<file path="config.mk">
export PLATFORM = sky130hd
export DESIGN_NAME = vec_agen
export DESIGN_NICKNAME = d
export VERILOG_FILES = /design/src/rtl/vec_agen_pkg.sv /design/src/rtl/vec_agen_ctrl.sv /design/src/rtl/vec_agen_offset.sv /design/src/rtl/vec_agen_sext.sv /design/src/rtl/vec_agen.sv
export SDC_FILE = /design/constraint.sdc
export NUM_CORES = 1
export LEC_CHECK = 0
export ABC_AREA = 0
export BUFFER_PORTS_ARGS = -buffer_cell sky130_fd_sc_hd__buf_4
export CAP_MARGIN = 25
export CORE_AREA = 4 4 229 231
export CTS_CLUSTER_SIZE = 28
export DETAILED_ROUTE_END_ITERATION = 12
export DIE_AREA = 0 0 233 235
export SLEW_MARGIN = 30
export SYNTH_ARGS = -nofsm -noshare
export SYNTH_HDL_FRONTEND = slang
export SYNTH_SLANG_ARGS = --single-unit
</file>
<file path="constraint.sdc">
create_clock -name clk_i -period 5.24 [get_ports clk_i]
set_clock_uncertainty 0.1 [all_clocks]
set_input_delay 0.786 -clock clk_i [delete_from_list [all_inputs] [get_ports clk_i]]
set_output_delay 0.786 -clock clk_i [all_outputs]
set_load 0.02 [all_outputs]
</file>
<file path="src/rtl/vec_agen_pkg.sv">
package vec_agen_pkg;
  typedef enum logic [1:0] {
    K_UNIT   = 2'd0,
    K_STRIDE = 2'd1,
    K_VBASE  = 2'd2,
    K_INDEX  = 2'd3
  } agen_kind_e;

  localparam logic [1:0] MODE_UNIT   = 2'd0;
  localparam logic [1:0] MODE_STRIDE = 2'd1;

  function automatic agen_kind_e decode_kind(input logic [1:0] mode, input logic vb, input logic ind);
    if (ind)                     return K_INDEX;
    else if (vb)                 return K_VBASE;
    else if (mode == MODE_UNIT)  return K_UNIT;
    else                         return K_STRIDE;
  endfunction

  function automatic logic is_legal(input logic [1:0] mode, input logic vb, input logic ind);
    return ind || vb || (mode == MODE_UNIT) || (mode == MODE_STRIDE);
  endfunction
endpackage

</file>
<file path="src/rtl/vec_agen_ctrl.sv">
module vec_agen_ctrl #(
  parameter int VL_W = 8
) (
  input  logic            clk_i,
  input  logic            rst_ni,
  input  logic            start_i,
  input  logic            legal_i,
  input  logic [VL_W-1:0] vl_i,
  input  logic            ready_i,
  output logic            busy_o,
  output logic [VL_W-1:0] idx_o,
  output logic            last_o,
  output logic            adv_o,
  output logic            launch_o,
  output logic            done_o,
  output logic            illegal_o
);
  logic            busy_q;
  logic [VL_W-1:0] idx_q, vl_q;
  logic            done_q, illegal_q;
  logic            accept;

  assign accept   = start_i && !busy_q;
  assign launch_o = accept && legal_i && (vl_i != '0);
  assign last_o   = (idx_q == vl_q - VL_W'(1));
  assign adv_o    = busy_q && ready_i;

  always_ff @(posedge clk_i or negedge rst_ni) begin
    if (!rst_ni) begin
      busy_q    <= 1'b0;
      idx_q     <= '0;
      vl_q      <= '0;
      done_q    <= 1'b0;
      illegal_q <= 1'b0;
    end else begin
      done_q    <= (adv_o && last_o) || (accept && legal_i && (vl_i == '0));
      illegal_q <= accept && !legal_i;
      if (launch_o) begin
        busy_q <= 1'b1;
        idx_q  <= '0;
        vl_q   <= vl_i;
      end else if (adv_o) begin
        if (last_o) begin
          busy_q <= 1'b0;
          idx_q  <= '0;
        end else begin
          idx_q <= idx_q + VL_W'(1);
        end
      end
    end
  end

  assign busy_o    = busy_q;
  assign idx_o     = idx_q;
  assign done_o    = done_q;
  assign illegal_o = illegal_q;
endmodule

</file>
<file path="src/rtl/vec_agen_offset.sv">
module vec_agen_offset
  import vec_agen_pkg::*;
#(
  parameter int AW = 64,
  parameter int IW = 16
) (
  input  logic         clk_i,
  input  logic         rst_ni,
  input  logic         load_i,
  input  agen_kind_e   kind_i,
  input  logic [IW-1:0] imm_i,
  input  logic [1:0]   size_i,
  input  logic         adv_i,
  output agen_kind_e   kind_o,
  output logic [1:0]   size_o,
  output logic [AW-1:0] off_o
);
  logic [AW-1:0] simm, step_q, off_q;
  agen_kind_e    kind_q;
  logic [1:0]    size_q;

  assign simm = {{(AW-IW){imm_i[IW-1]}}, imm_i};

  // running offset replaces the per-element multiply
  always_ff @(posedge clk_i or negedge rst_ni) begin
    if (!rst_ni) begin
      kind_q <= K_UNIT;
      size_q <= '0;
      step_q <= '0;
      off_q  <= '0;
    end else if (load_i) begin
      kind_q <= kind_i;
      size_q <= size_i;
      step_q <= (kind_i == K_UNIT) ? (AW'(1) << size_i) : simm;
      off_q  <= (kind_i == K_UNIT) ? simm : '0;
    end else if (adv_i) begin
      off_q <= off_q + step_q;
    end
  end

  assign kind_o = kind_q;
  assign size_o = size_q;
  assign off_o  = off_q;
endmodule

</file>
<file path="src/rtl/vec_agen_sext.sv">
module vec_agen_sext #(
  parameter int AW = 64
) (
  input  logic [1:0]    ew_i,
  input  logic [AW-1:0] data_i,
  output logic [AW-1:0] data_o
);
  localparam int NW = 4;
  logic [AW-1:0] ext [NW];

  for (genvar g = 0; g < NW; g++) begin : g_ew
    localparam int W = (8 << g) > AW ? AW : (8 << g);
    if (W == AW) begin : g_full
      assign ext[g] = data_i;
    end else begin : g_part
      assign ext[g] = {{(AW-W){data_i[W-1]}}, data_i[W-1:0]};
    end
  end

  assign data_o = ext[ew_i];
endmodule

</file>
<file path="src/rtl/vec_agen.sv">
module vec_agen
  import vec_agen_pkg::*;
#(
  parameter int VL_W = 8,
  parameter int AW   = 64,
  parameter int IW   = 16
) (
  input  logic            clk_i,
  input  logic            rst_ni,
  input  logic            start_i,
  input  logic [1:0]      mode_i,
  input  logic            vec_base_i,
  input  logic            indexed_i,
  input  logic [AW-1:0]   base_i,
  input  logic [IW-1:0]   imm_i,
  input  logic [1:0]      size_i,
  input  logic [1:0]      idx_ew_i,
  input  logic [VL_W-1:0] vl_i,
  output logic [VL_W-1:0] elem_idx_o,
  input  logic [AW-1:0]   elem_data_i,
  output logic            addr_valid_o,
  input  logic            addr_ready_i,
  output logic [AW-1:0]   addr_o,
  output logic            done_o,
  output logic            illegal_o
);
  logic          busy, last, adv, launch, legal;
  agen_kind_e    kind_q;
  logic [1:0]    size_q;
  logic [AW-1:0] off, base_q, idx_ext;
  logic [1:0]    ew_q;

  assign legal = is_legal(mode_i, vec_base_i, indexed_i);

  vec_agen_ctrl #(.VL_W(VL_W)) u_ctrl (
    .clk_i, .rst_ni, .start_i,
    .legal_i(legal), .vl_i, .ready_i(addr_ready_i),
    .busy_o(busy), .idx_o(elem_idx_o), .last_o(last), .adv_o(adv),
    .launch_o(launch), .done_o, .illegal_o
  );

  vec_agen_offset #(.AW(AW), .IW(IW)) u_off (
    .clk_i, .rst_ni, .load_i(launch),
    .kind_i(decode_kind(mode_i, vec_base_i, indexed_i)),
    .imm_i, .size_i, .adv_i(adv),
    .kind_o(kind_q), .size_o(size_q), .off_o(off)
  );

  vec_agen_sext #(.AW(AW)) u_sext (
    .ew_i(ew_q), .data_i(elem_data_i), .data_o(idx_ext)
  );

  always_ff @(posedge clk_i or negedge rst_ni) begin
    if (!rst_ni) begin
      base_q <= '0;
      ew_q   <= '0;
    end else if (launch) begin
      base_q <= base_i;
      ew_q   <= idx_ew_i;
    end
  end

  always_comb begin
    unique case (kind_q)
      K_INDEX: addr_o = base_q + idx_ext;
      K_VBASE: addr_o = elem_data_i + off;
      default: addr_o = base_q + off;
    endcase
  end

  assign addr_valid_o = busy;
endmodule

</file>
# Word-level counts from Yosys, hierarchy flattened
# Index checks and enable logic that the tools add are counted.
# classes
n_lt_le_gt_ge	1
div_mod_pow	0
n_shift	1
n_mul	0
n_addsub	6
bitwise	1
reduce_logical	20
n_eq_ne	4
mux	17
# op_table
operator	n
$mux 64	6
$add 64x64->64	4
$bmux 64 s2	1
$pmux 64 s2	1
$shl 1x2->64 const A	1
$mux 8	3
$add 8x1->8 const B	1
$eq 8x8->1	1
$logic_not 8->1	1
$reduce_bool 8->1	1
$sub 8x1->8 const B	1
$logic_and 1x1->1	7
$eq 2x2->1 const B	2
$logic_not 2->1	2
$logic_or 1x1->1	4
$mux 1	4
$mux 2	2
$reduce_bool 2->1	2
$ge 3x3->1 const B	1
$not 2->3	1
$eq 2x1->1 const B	1
$logic_not 1->1	2
$reduce_and 2->1	1
# word_totals
n_memories	0
reg_bits	215
latchBits	0
mem_bits_rw	0
out_inout_bits	75
rom_bits	0

# Logic depth before layout (Yosys ltp)
# logic_depth
depth_word	7
depth_mapped	19
mapped_depth_nobuf	16

# Modules after synthesis
# From an unflattened synthesis, not the netlist that was laid out.
# hier_totals
hier_cells	2601
area_unflattened_um2	20898.8
# modules_own_cells
mod	cells_each	area_each_um2	instances	seq_area_each_um2
vec_agen	1493	11509.8	1	1651.6
vec_agen_offset	849	7160.6	1	2102.0
vec_agen_sext	143	1131.1	1	0.0
vec_agen_ctrl	116	1097.3	1	475.5

# Worst setup path before layout
# OpenSTA, ideal clock, no wires.
# synth_path
kind	input to output
start	in elem_data_i[15]
end	out addr_o[61]
setup_slack_ns	-0.029
required_ns	4.354
arrival_time_ns	4.383
stages	18
path_cell_list	mux2_2 -> nand2_1 -> clkbuf_1 -> clkbuf_1 -> nand2_1 -> ha_1 -> clkbuf_1 -> a21o_1 -> a21oi_1 -> a2bb2oi_1 -> a31o_2 -> o22a_1 -> o311ai_2 -> a21oi_1 -> o21ai_1 -> a31oi_1 -> nor4_1 -> a311oi_1
# synth_between
elab_chain_cells	5
word_cells_on_any_way	6
cone_classes	2 x add/sub; 4 x mux
# synth_lines
item	line	rtl
start: declaration	vec_agen.sv:20	input logic [AW-1:0] elem_data_i,
$bmux 64 s2	vec_agen_sext.sv:20	assign data_o = ext[ew_i];
$mux 64 (not written as such) (2 in series)	vec_agen_sext.sv:20	
$add 64x64->64	vec_agen.sv:65	K_INDEX: addr_o = base_q + idx_ext;
$pmux 64 s2 *	vec_agen.sv:64	unique case (kind_q)
end: declaration	vec_agen.sv:23	output logic [AW-1:0] addr_o,
# Every way passes the cells marked *; elsewhere a longest branch is shown, timed or not. The select of a mux whose other input is x is not followed.

# Worst setup path in the final report
# layout_path
start	reg u_off.kind_q[0] (netlist: u_off.kind_o[0])
end	out addr_o[58]
# layout_between
elab_chain_cells	2
word_cells_on_any_way	3
cone_classes	2 x eq/ne; 1 x mux
# layout_lines
item	line	rtl
start: declaration	vec_agen_offset.sv:19	agen_kind_e kind_q;
start signal: assignment	vec_agen_offset.sv:32	kind_q <= kind_i;
$eq 2x2->1	vec_agen.sv:64	
$pmux 64 s2 *	vec_agen.sv:64	
# Every way passes the cells marked *; elsewhere a longest branch is shown, timed or not.

==> results.yml <==
outcome:
  outcome: "finished, violations left"
  violations: "setup timing"
timing:
  slew_headroom_pct: 35.40
  drv_slew: 0
  tightest_slew_ps: 966.7
  fin_crit_sh_pct: 103.2
  tns_ps: -936.3
  post-route-min-period_ps: 5406
  setup_violations: 9
  hold_violations: 0
  rsz0062_at_grt: "yes"
  setup_ws_ps: -165.7
  fmax_mhz: 185.0
yosys:
  ys_seq_area_share_pct: 21.00
  synth.most_common_cell: "nand2_1"
  synth_edf_count: 0
  ys_types: 88
  synth_area_sq_um: 19900
  syn_nets: 3109
  synth.area.top_cells: "dfrtp_1, ha_1, nand2_1"
  avgSynthCellArea_sq_um: 7.248
  synth_seq_cells: 167
  synthArstFlopShare_pct: 100.0
  yosysTopAreaCellShare_pct: 21.00
  synth_commonest_cells: "nand2_1, a21oi_1, nor2_1"
  syn_inst: 2745
  yosys_warnings: 0
  synth_top_area_cell: "dfrtp_1"
  ys.flop_type: "dfrtp_1"
cells_and_area:
  diodes: 0
  drive_above_1_share_pct: 25.77
  nets: 3444
  fill_cells: 4858
  synthToLayoutAreaGrowth_pct: 30.25
  final_cells: 3765
worst_hold_path:
  hp-class: "in2async"
setup_path:
  required_ps: 4350
  cp_num_buf_inv: 4
  cp_top_family: "compound AO/OA/AOI/OAI gates"
  crit_cells: 18
  crit_fanout: 6
  crit_arrival_ps: 4520
  worstSetupPathType: "reg2out"
  slowest_stage: "dfrtp_2"
  start_kind: "register"
  critical_path.cell_chain: "nand2b_4, buf_12, buf_16, mux2_4, ha_4, nand4_1, nor4_2, nand2_1, a211oi_2, buf_4, o21ai_4, a211oi_4, nor3_4, o31ai_4, a211oi_2, xor2_1, a21oi_2, buf_4"
  crit_path_max_incr_delay_ps: 460
  worstRegToRegCells: 14
  endpoint_kind: "output pin"
clock_tree:
  cts_root_buf: "clkbuf_16"
  clkTransAtPathRegs_ps: 80
  cts_buffers: 17
  cts_sinks: 167
  clockBufferDepth: 2
  clkLatencyLatePin_ps: 510
  htreeDepth: 4
  cts_tree: "done"
grt:
  grt_first_pass_wirelength_mm: 114.9
  grt.overflow.total: 0
  antenna_found_initial: 0
  grt_max_degree: 104
  grt_usage_pct: 26.26
  grt_pass1_vias: 20429
route:
  ant_nets: 0
  wl_met2_mm: 31.59
  vias: 21516
  drt_pass1_iterations: 7
  wl_met3_mm: 4.796
  vias_per_cell: 5.715
  drt_first_iter_violations: 1810
  wl_met1_mm: 36.05
  route.top_layer_used: "met4"
  wl_mm: 74.13
  wl_per_cell_um: 19.69
  drc: 0
placement:
  gp_congestion: 0.9628
  dp_hpwl_mm: 57.76
  io_buffers: 238
  place_inst: 3669
job:
  cap_viol_max_count: 0
floorplan:
  fp.dieH_um: 235
  die_w_um: 233
  core_sq_um: 50070
  pin_count: 239
  die-area_sq_um: 54760
  floorplan.rows: 82
  start_util_pct: 39.74
worst register-to-register path, cell delays in order (launching register included):
cell      delay (ps)
dfrtp_1          450
ha_1             250
inv_1             70
fa_1             390
nand2b_1         190
a21oi_1          290
o21ai_1          180
o41ai_2          470
a41oi_1          370
o21ai_2          350
a21oi_1          170
o21a_1           240
o21ai_1          170
xnor2_1          140
a21oi_1           90
cell type report:
cell class	instances	area [sq um]	area share, %
clock inverters	13	146.4	0.5649
multi-input cells	2372	16330	63.02
inverters	47	176.4	0.6808
repair buffers	475	3785	14.61
flip-flops and latches	167	4183	16.14
well taps	672	840.8	3.244
clock buffers	19	452.9	1.748
cells by family (layout without fill, tap and decap cells):
| logic type | count (synthesis) | count (layout) | synth area share, % |
|---|---|---|---|
| AOI/OAI and AO/OA | 921 | 921 | 28.20 |
| xor gates and xnor gates | 188 | 188 | 8.276 |
| adders and majority gates | 200 | 200 | 12.69 |
| buffers and inverters | 208 | 554 | 4.069 |
| DFF | 167 | 167 | 21.00 |
| muxes | 73 | 73 | 4.075 |
| and+or+nand+nor | 988 | 990 | 21.69 |
flip-flops by register name, indices dropped and copies added, names as in the netlist:
name,count
u_ctrl.done_o,1
u_off.step_q,16
u_ctrl.busy_o,1
u_ctrl.idx_o,8
u_ctrl.vl_q,8
u_off.off_o,64
base_q,64
u_ctrl.illegal_o,1
u_off.kind_o,2
ew_q,2
final timing paths:
kind | start | to | slack (ps)
max in group asynchronous | rst_ni | base_q[42]$_DFFE_PN0P_ | 3870
worst min-delay path | rst_ni | u_off.step_q[9]$_DFFE_PN0P_ | 150
worst max register to register | u_off.off_o[0]$_DFFE_PN0P_ | u_off.off_o[60]$_DFFE_PN0P_ | 1200
worst max-delay path | u_off.kind_o[0]$_DFFE_PN0P_ | addr_o[58] | -170
worst min register to register | u_off.step_q[14]$_DFFE_PN0P_ | u_off.step_q[14]$_DFFE_PN0P_ | 390
min in group clk_i | base_i[37] | base_q[37]$_DFFE_PN0P_ | 360
per-stage QoR:
stage	hold WS, ps	util, %	setup WS, ps	instance area, sq um
after floorplan	353.8	-	19.24	19900
after global placement	375.2	46.56	-97.11	23310
after detailed placement	377.7	46.56	-130.5	23310
after CTS	151.2	50.57	-186.5	25320
after global routing	193.4	51.76	-282.9	25910
final	152.0	51.76	-165.7	25910
cell usage in the layout (no fill, tap or decap), types with 13 or more instances in the layout:
cell and count:
o21a_1 21, nand4_1 60, o21ai_2 19, and3_1 14
xor2_1 88, nand2b_1 17, a21oi_2 36, dfrtp_1 164
mux2_2 45, a21o_1 114, ha_4 42, nand3_1 47
inv_1 47, nor3_1 34, nor2b_1 16, nand2_1 499
mux2_4 19, nor2_1 212, buf_6 19, a211oi_1 13
ha_1 149, o21ai_1 29, buf_4 446, xnor2_1 92
o21ai_0 175, o211ai_1 18, a21oi_1 327, clkbuf_16 17
a31oi_1 21, o21bai_1 29
repair_timing:
action / CTS / global route
endpoints found under the setup margin: 39 / 35
gates resized for setup: 161 / 123
hold buffers: 0 / 0
pin swaps: 63 / 42
cloned: 6 / 0
endpoints found under the hold margin: 0 / 0
buffers inserted: 53 / 11
routing by layer:
layer	global-route usage, %	vias to the layer above
li1	-	10505
met1	39.18	10233
met2	39.29	696
met3	3.743	82
met4	7.517	0
met5	0	-
Power is left out: the tool's default activity adds up to more than one toggle a clock period on the data nets, which glitch-free logic cannot reach.
